<file path="src/rtl/led_fade_pkg.sv">
package led_fade_pkg;

  typedef enum logic [1:0] {
    LVL_OFF  = 2'b00,
    LVL_LOW  = 2'b01,
    LVL_MID  = 2'b10,
    LVL_FULL = 2'b11
  } lvl_e;

  // ticks between two ramp steps for a speed code
  function automatic int unsigned step_ticks(input int unsigned base, input logic [2:0] code);
    return base << code;
  endfunction

  // PWM on-condition for a counter value against a duty
  function automatic logic pwm_on(input logic [7:0] cnt, input logic [7:0] duty);
    return cnt < duty;
  endfunction

endpackage

</file>
<file path="src/rtl/led_tick_gen.sv">
module led_tick_gen #(
  parameter int TICK_DIV = 4
) (
  input  logic clk,
  input  logic rst_n,
  input  logic en,
  output logic tick
);
  localparam int TW = (TICK_DIV > 2) ? $clog2(TICK_DIV) : 1;
  localparam logic [TW-1:0] LAST = TW'(TICK_DIV - 1);

  logic [TW-1:0] tcnt;

  always_ff @(posedge clk or negedge rst_n) begin
    if (!rst_n)            tcnt <= '0;
    else if (!en)          tcnt <= '0;
    else if (tcnt == LAST) tcnt <= '0;
    else                   tcnt <= tcnt + 1'b1;
  end

  assign tick = en && (tcnt == LAST);
endmodule

</file>
<file path="src/rtl/led_fade_ramp.sv">
module led_fade_ramp
  import led_fade_pkg::*;
#(
  parameter int STEP_BASE = 1
) (
  input  logic       clk,
  input  logic       rst_n,
  input  logic       en,
  input  logic       tick,
  input  logic [7:0] target,
  input  logic       up_en,
  input  logic       dn_en,
  input  logic [2:0] up_code,
  input  logic [2:0] dn_code,
  output logic [7:0] live
);
  localparam int SCNT_W = $clog2(STEP_BASE * 128) + 1;

  logic [SCNT_W-1:0] scnt;
  logic [SCNT_W-1:0] lim_up, lim_dn, lim;
  logic rising, falling, ramping, step;

  assign lim_up  = SCNT_W'(step_ticks(STEP_BASE, up_code) - 1);
  assign lim_dn  = SCNT_W'(step_ticks(STEP_BASE, dn_code) - 1);
  assign rising  = live < target;
  assign falling = live > target;
  assign ramping = (rising && up_en) || (falling && dn_en);
  assign lim     = rising ? lim_up : lim_dn;
  assign step    = en && ramping && tick && (scnt >= lim);

  always_ff @(posedge clk or negedge rst_n) begin
    if (!rst_n) begin
      live <= '0;
      scnt <= '0;
    end else if (!en) begin
      live <= '0;
      scnt <= '0;
    end else if ((rising && !up_en) || (falling && !dn_en)) begin
      live <= target;
      scnt <= '0;
    end else if (ramping) begin
      if (step) begin
        scnt <= '0;
        live <= rising ? live + 8'd1 : live - 8'd1;
      end else if (tick) begin
        scnt <= scnt + 1'b1;
      end
    end else begin
      scnt <= '0;
    end
  end

  assert_step_one_R5: assert property (@(posedge clk) disable iff (!rst_n)
    (en && up_en && live < target) |=>
      (live == $past(live) || live == $past(live) + 8'd1 || live == 8'd0));

  assert_no_overshoot_R5: assert property (@(posedge clk) disable iff (!rst_n)
    (en && live < target) |=> (live <= $past(target)));

  assert_no_undershoot_R7: assert property (@(posedge clk) disable iff (!rst_n)
    (en && live > target) |=> (live >= $past(target) || live == 8'd0));
endmodule

</file>
<file path="src/rtl/led_pwm_gen.sv">
module led_pwm_gen
  import led_fade_pkg::*;
(
  input  logic       clk,
  input  logic       rst_n,
  input  logic       en,
  input  logic [7:0] duty,
  output logic       pwm_q
);
  logic [7:0] cnt;

  always_ff @(posedge clk or negedge rst_n) begin
    if (!rst_n) begin
      cnt   <= '0;
      pwm_q <= 1'b0;
    end else begin
      cnt   <= en ? cnt + 8'd1 : 8'd0;
      pwm_q <= en && pwm_on(cnt, duty);
    end
  end

  assert_dark_R3: assert property (@(posedge clk) disable iff (!rst_n)
    (duty == 8'd0) |=> !pwm_q);
endmodule

</file>
<file path="src/rtl/led_fade_channel.sv">
module led_fade_channel
  import led_fade_pkg::*;
#(
  parameter int TICK_DIV  = 4,
  parameter int STEP_BASE = 1
) (
  input  logic       clk,
  input  logic       rst_n,
  input  logic       glb_en,
  input  logic       ch_en,
  input  logic [7:0] duty_tgt,
  input  logic       fade_up_en,
  input  logic       fade_dn_en,
  input  logic [2:0] up_speed,
  input  logic [2:0] dn_speed,
  input  logic [1:0] lvl_code,
  output logic       pwm_out,
  output logic [1:0] lvl_out,
  output logic [7:0] duty_live
);
  logic chan_on;
  logic tick;

  assign chan_on = glb_en && ch_en;
  assign lvl_out = chan_on ? lvl_code : LVL_OFF;

  led_tick_gen #(.TICK_DIV(TICK_DIV)) u_tick (
    .clk(clk), .rst_n(rst_n), .en(chan_on), .tick(tick)
  );

  led_fade_ramp #(.STEP_BASE(STEP_BASE)) u_ramp (
    .clk(clk), .rst_n(rst_n), .en(chan_on), .tick(tick),
    .target(duty_tgt), .up_en(fade_up_en), .dn_en(fade_dn_en),
    .up_code(up_speed), .dn_code(dn_speed), .live(duty_live)
  );

  led_pwm_gen u_pwm (
    .clk(clk), .rst_n(rst_n), .en(chan_on), .duty(duty_live), .pwm_q(pwm_out)
  );

  assert_off_when_disabled_R2: assert property (@(posedge clk) disable iff (!rst_n)
    !chan_on |=> (!pwm_out && duty_live == 8'd0));
endmodule

</file>
<file path="config.mk">
export PLATFORM = sky130hd
export DESIGN_NAME = led_fade_channel
export DESIGN_NICKNAME = d
export VERILOG_FILES = /design/src/rtl/led_fade_pkg.sv /design/src/rtl/led_tick_gen.sv /design/src/rtl/led_fade_ramp.sv /design/src/rtl/led_pwm_gen.sv /design/src/rtl/led_fade_channel.sv
export SDC_FILE = /design/constraint.sdc
export NUM_CORES = 1
export LEC_CHECK = 0
export BUFFER_PORTS_ARGS = -buffer_cell sky130_fd_sc_hd__buf_2
export CORE_UTILIZATION = 55
export CTS_CLUSTER_DIAMETER = 60
export DETAILED_ROUTE_END_ITERATION = 10
export PLACE_DENSITY = 0.77
export SYNTH_ARGS = -nofsm -noshare
export SYNTH_HDL_FRONTEND = slang
export SYNTH_HIERARCHICAL = 1
export SYNTH_SLANG_ARGS = --single-unit
</file>
<file path="constraint.sdc">
create_clock -name clk -period 9.75 [get_ports clk]
set_input_delay 0.4875 -clock clk [delete_from_list [all_inputs] [get_ports clk]]
set_output_delay 0.4875 -clock clk [all_outputs]
set_load 0.005 [all_outputs]
</file>
==> impl_metrics.yaml <==
worst_setup_path:
  critPathMaxFanout: 9
  critPathKind: "reg2reg"
  cp-start-kind: "register"
  endpoint_kind: "register"
  cp.arrival_ps: 5240
  critPathRequiredTime_ps: 9940
die:
  rows: 23
  fp.dieW_um: 66.4
  ioPinCount: 33
  coreArea_um2: 4000
  start_util: 0.570
  die-area_um2: 4410
  die_h_um: 66.4
clocking:
  htree_levels: 1
  hold_buffers: 0
  cts-root-buf: "clkbuf_8"
  cts_sinks: 27
  cts_setup_buffers: 0
  cts_buffers: 3
  clock_latency_ps: 280
  clk_pin_slew_ps: 100
  cts_buffer_depth: 2
  tritoncts: "yes"
  post_cts_resized: 0
power_and_ir_drop:
  ir_drop_uv: 78.0
  p_clk_frac: 0.270
  power_density_nw_per_um2: 94.5
  combPwrFrac: 0.235
  p_leak_uw: 0.00125
  p_sw_frac: 0.301
  power_switching_uw: 72.3
  power_uw: 240
  intPower_uw: 168
  pwr-share-seq: 0.494
sta:
  rsz0062_at_grt: "false"
  tightest_slew_ps: 1200
  skew_ps: 13.8
  final.setup.worst_slack_ps: 4700
  timing.fmax_mhz: 198
  slew_violations: 0
  hold_violations: 0
  setup_tns_ps: 0
  slew_headroom: 0.203
  period_minus_slack_ps: 5050
  setup_viol: 0
  period_share: 0.518
logic_synthesis:
  synth-seq-cells: 27
  synthCells: 248
  synth_edf_count: 0
  synth.net_count: 304
  synth_seq_area_share: 0.296
  syn_area_per_cell_um2: 9.20
  synth-main-ff-cell: "dfrtp_1"
  yosysUniqueCellTypes: 43
  yosys_warnings: 6
  async_flop_share: 1.00
  synth_area_um2: 2280
layout:
  n_antenna_cell: 0
  register_area_um2: 676
  drive_above_1_share: 0.181
  fill_cells: 348
  multi_input_area_um2: 1510
  area_growth_pct: 11.3
  nets: 338
run:
  drv_cap: 0
route:
  drt_pass1_iterations: 4
  ant_nets: 0
  drc: 0
  vias: 1890
  drt_iter0_markers: 58
  wl_per_cell_um: 13.2
  viasPerCell: 5.71
  routed_wl_mm: 4.39
grt:
  grt_max_degree: 28
  grt_pass1_wl_mm: 7.59
  antenna_found_initial: 0
  grt_usage: 0.224
  grt-ovfl-total: 0
  grt_pass1_vias: 1777
placed_design:
  io_buffers: 32
  place_congestion: 0.861
  dp.final_hpwl_mm: 3.47
  place_ws_ps: 4530
status:
  status: "finished clean"
worst_hold_path:
  holdCritPathClass: "in2async"
-- cell type report --
class / instances / area share
multi-input cells: 196 / 0.594
flip-flops and latches: 27 / 0.266
repair buffers: 32 / 0.0631
inverters: 22 / 0.0325
well taps: 50 / 0.0246
clock buffers: 3 / 0.0163
clock inverters: 1 / 0.00296
-- per-stage QoR --
step / cells / utilization / hold slack, ps / instance area, µm²
floorplan: 248 / - / 192 / 2280
global placement: 327 / 0.622 / 469 / 2490
detailed placement: 327 / 0.622 / 465 / 2490
CTS: 331 / 0.635 / 219 / 2540
global route: 331 / 0.635 / 246 / 2540
finish: 331 / 0.635 / 205 / 2540
-- layer usage --
layer | vias up | GRT usage | share of wire | routed length [µm]
li1 | 965 | - | - | -
met4 | 0 | 0.0532 | 0.0096 | 42
met2 | 31 | 0.411 | 0.50 | 2190
met3 | 6 | 0.0379 | 0.023 | 102
met5 | - | 0 | 0 | 0
met1 | 888 | 0.270 | 0.47 | 2050
-- synthesized netlist by cell type, types with 2 or more instances --
cell type / instances / share of area
a211oi_1: 8 / 0.026
a21o_1: 3 / 0.0099
a21oi_1: 21 / 0.046
and2_1: 5 / 0.014
and3_1: 8 / 0.022
buf_2: 2 / 0.0044
dfrtp_1: 27 / 0.30
ha_1: 33 / 0.18
inv_1: 22 / 0.036
mux2i_1: 9 / 0.039
nand2_1: 13 / 0.021
nand2b_1: 3 / 0.0082
nand3_1: 4 / 0.0088
nand3_2: 2 / 0.0088
nand3b_1: 3 / 0.0099
nand4_1: 3 / 0.0082
nor2_1: 15 / 0.025
nor2b_1: 2 / 0.0055
nor3_1: 3 / 0.0066
o211ai_1: 3 / 0.0099
o21ai_0: 16 / 0.035
o21ai_1: 2 / 0.0044
o21bai_1: 3 / 0.0099
o22ai_1: 2 / 0.0055
or3_1: 4 / 0.011
or3b_2: 6 / 0.023
xnor2_1: 5 / 0.019
xor2_1: 6 / 0.023
-- flip-flops by register name (all words and copies together), names as in the netlist --
signal and flops:
u_ramp/scnt 8, u_pwm/cnt 8, u_tick/tcnt 2, u_ramp/live 8, u_pwm/pwm_q 1
-- cells in the final DEF (no fill, tap or decap), types with 4 or more instances in the layout --
cell type,count
and2_1,5
o21ai_0,16
nand2_1,13
or3b_2,6
dfrtp_1,27
a21oi_1,21
and3_1,8
xnor2_1,5
nand3_1,4
xor2_1,6
or3_1,4
mux2i_1,9
ha_1,33
inv_1,22
nor2_1,15
a211oi_1,8
buf_2,32
-- critical path, stage by stage, from the launching register on --
cell,delay [ps]
dfrtp_1,470
ha_1,320
nor2b_1,130
o211ai_1,180
a21o_1,160
and2_1,300
mux2i_1,590
nand3_1,200
ha_1,290
nor4b_1,320
a211oi_1,90
ha_1,270
o21ai_0,120
a221oi_4,490
o2111ai_4,320
or3_1,450
a311oi_2,250
-- kinds of logic after synthesis --
kind of cell | Yosys count | synth area share
AND/OR/NAND/NOR | 75 | 0.188
AO/OA/AOI/OAI | 65 | 0.196
adder cells (fa/ha/maj) | 34 | 0.190
flip-flops | 27 | 0.296
buffers and inverters | 25 | 0.0422
XOR/XNOR | 11 | 0.0422
multiplexers | 10 | 0.0444
other | 1 | 0.00164
-- power by group through the flow --
stage	sequential [µW]	combinational, µW	clock [µW]
detailed placement	121	56.7	0
global route	119	65.0	75.2
finish	119	56.4	64.9
global placement	121	54.8	0
CTS	119	56.9	68.6
floorplan	120	39.2	0
-- worst paths after layout --
kind,cells past startpoint,startpoint,slack (ps),end
worst max-delay path,16,u_ramp/live[1],4700,u_ramp/live[7]
worst max register to register,16,u_ramp/live[1],4700,u_ramp/live[7]
max in group asynchronous,1,rst_n,9130,u_ramp/scnt[7]
worst min register to register,1,u_tick/tcnt[0],480,u_tick/tcnt[0]
min in group clk,1,u_tick/tcnt[0],480,u_tick/tcnt[0]
worst min-delay path,1,rst_n,200,u_ramp/live[4]
No activity file was read; power rests on OpenSTA's default activity.
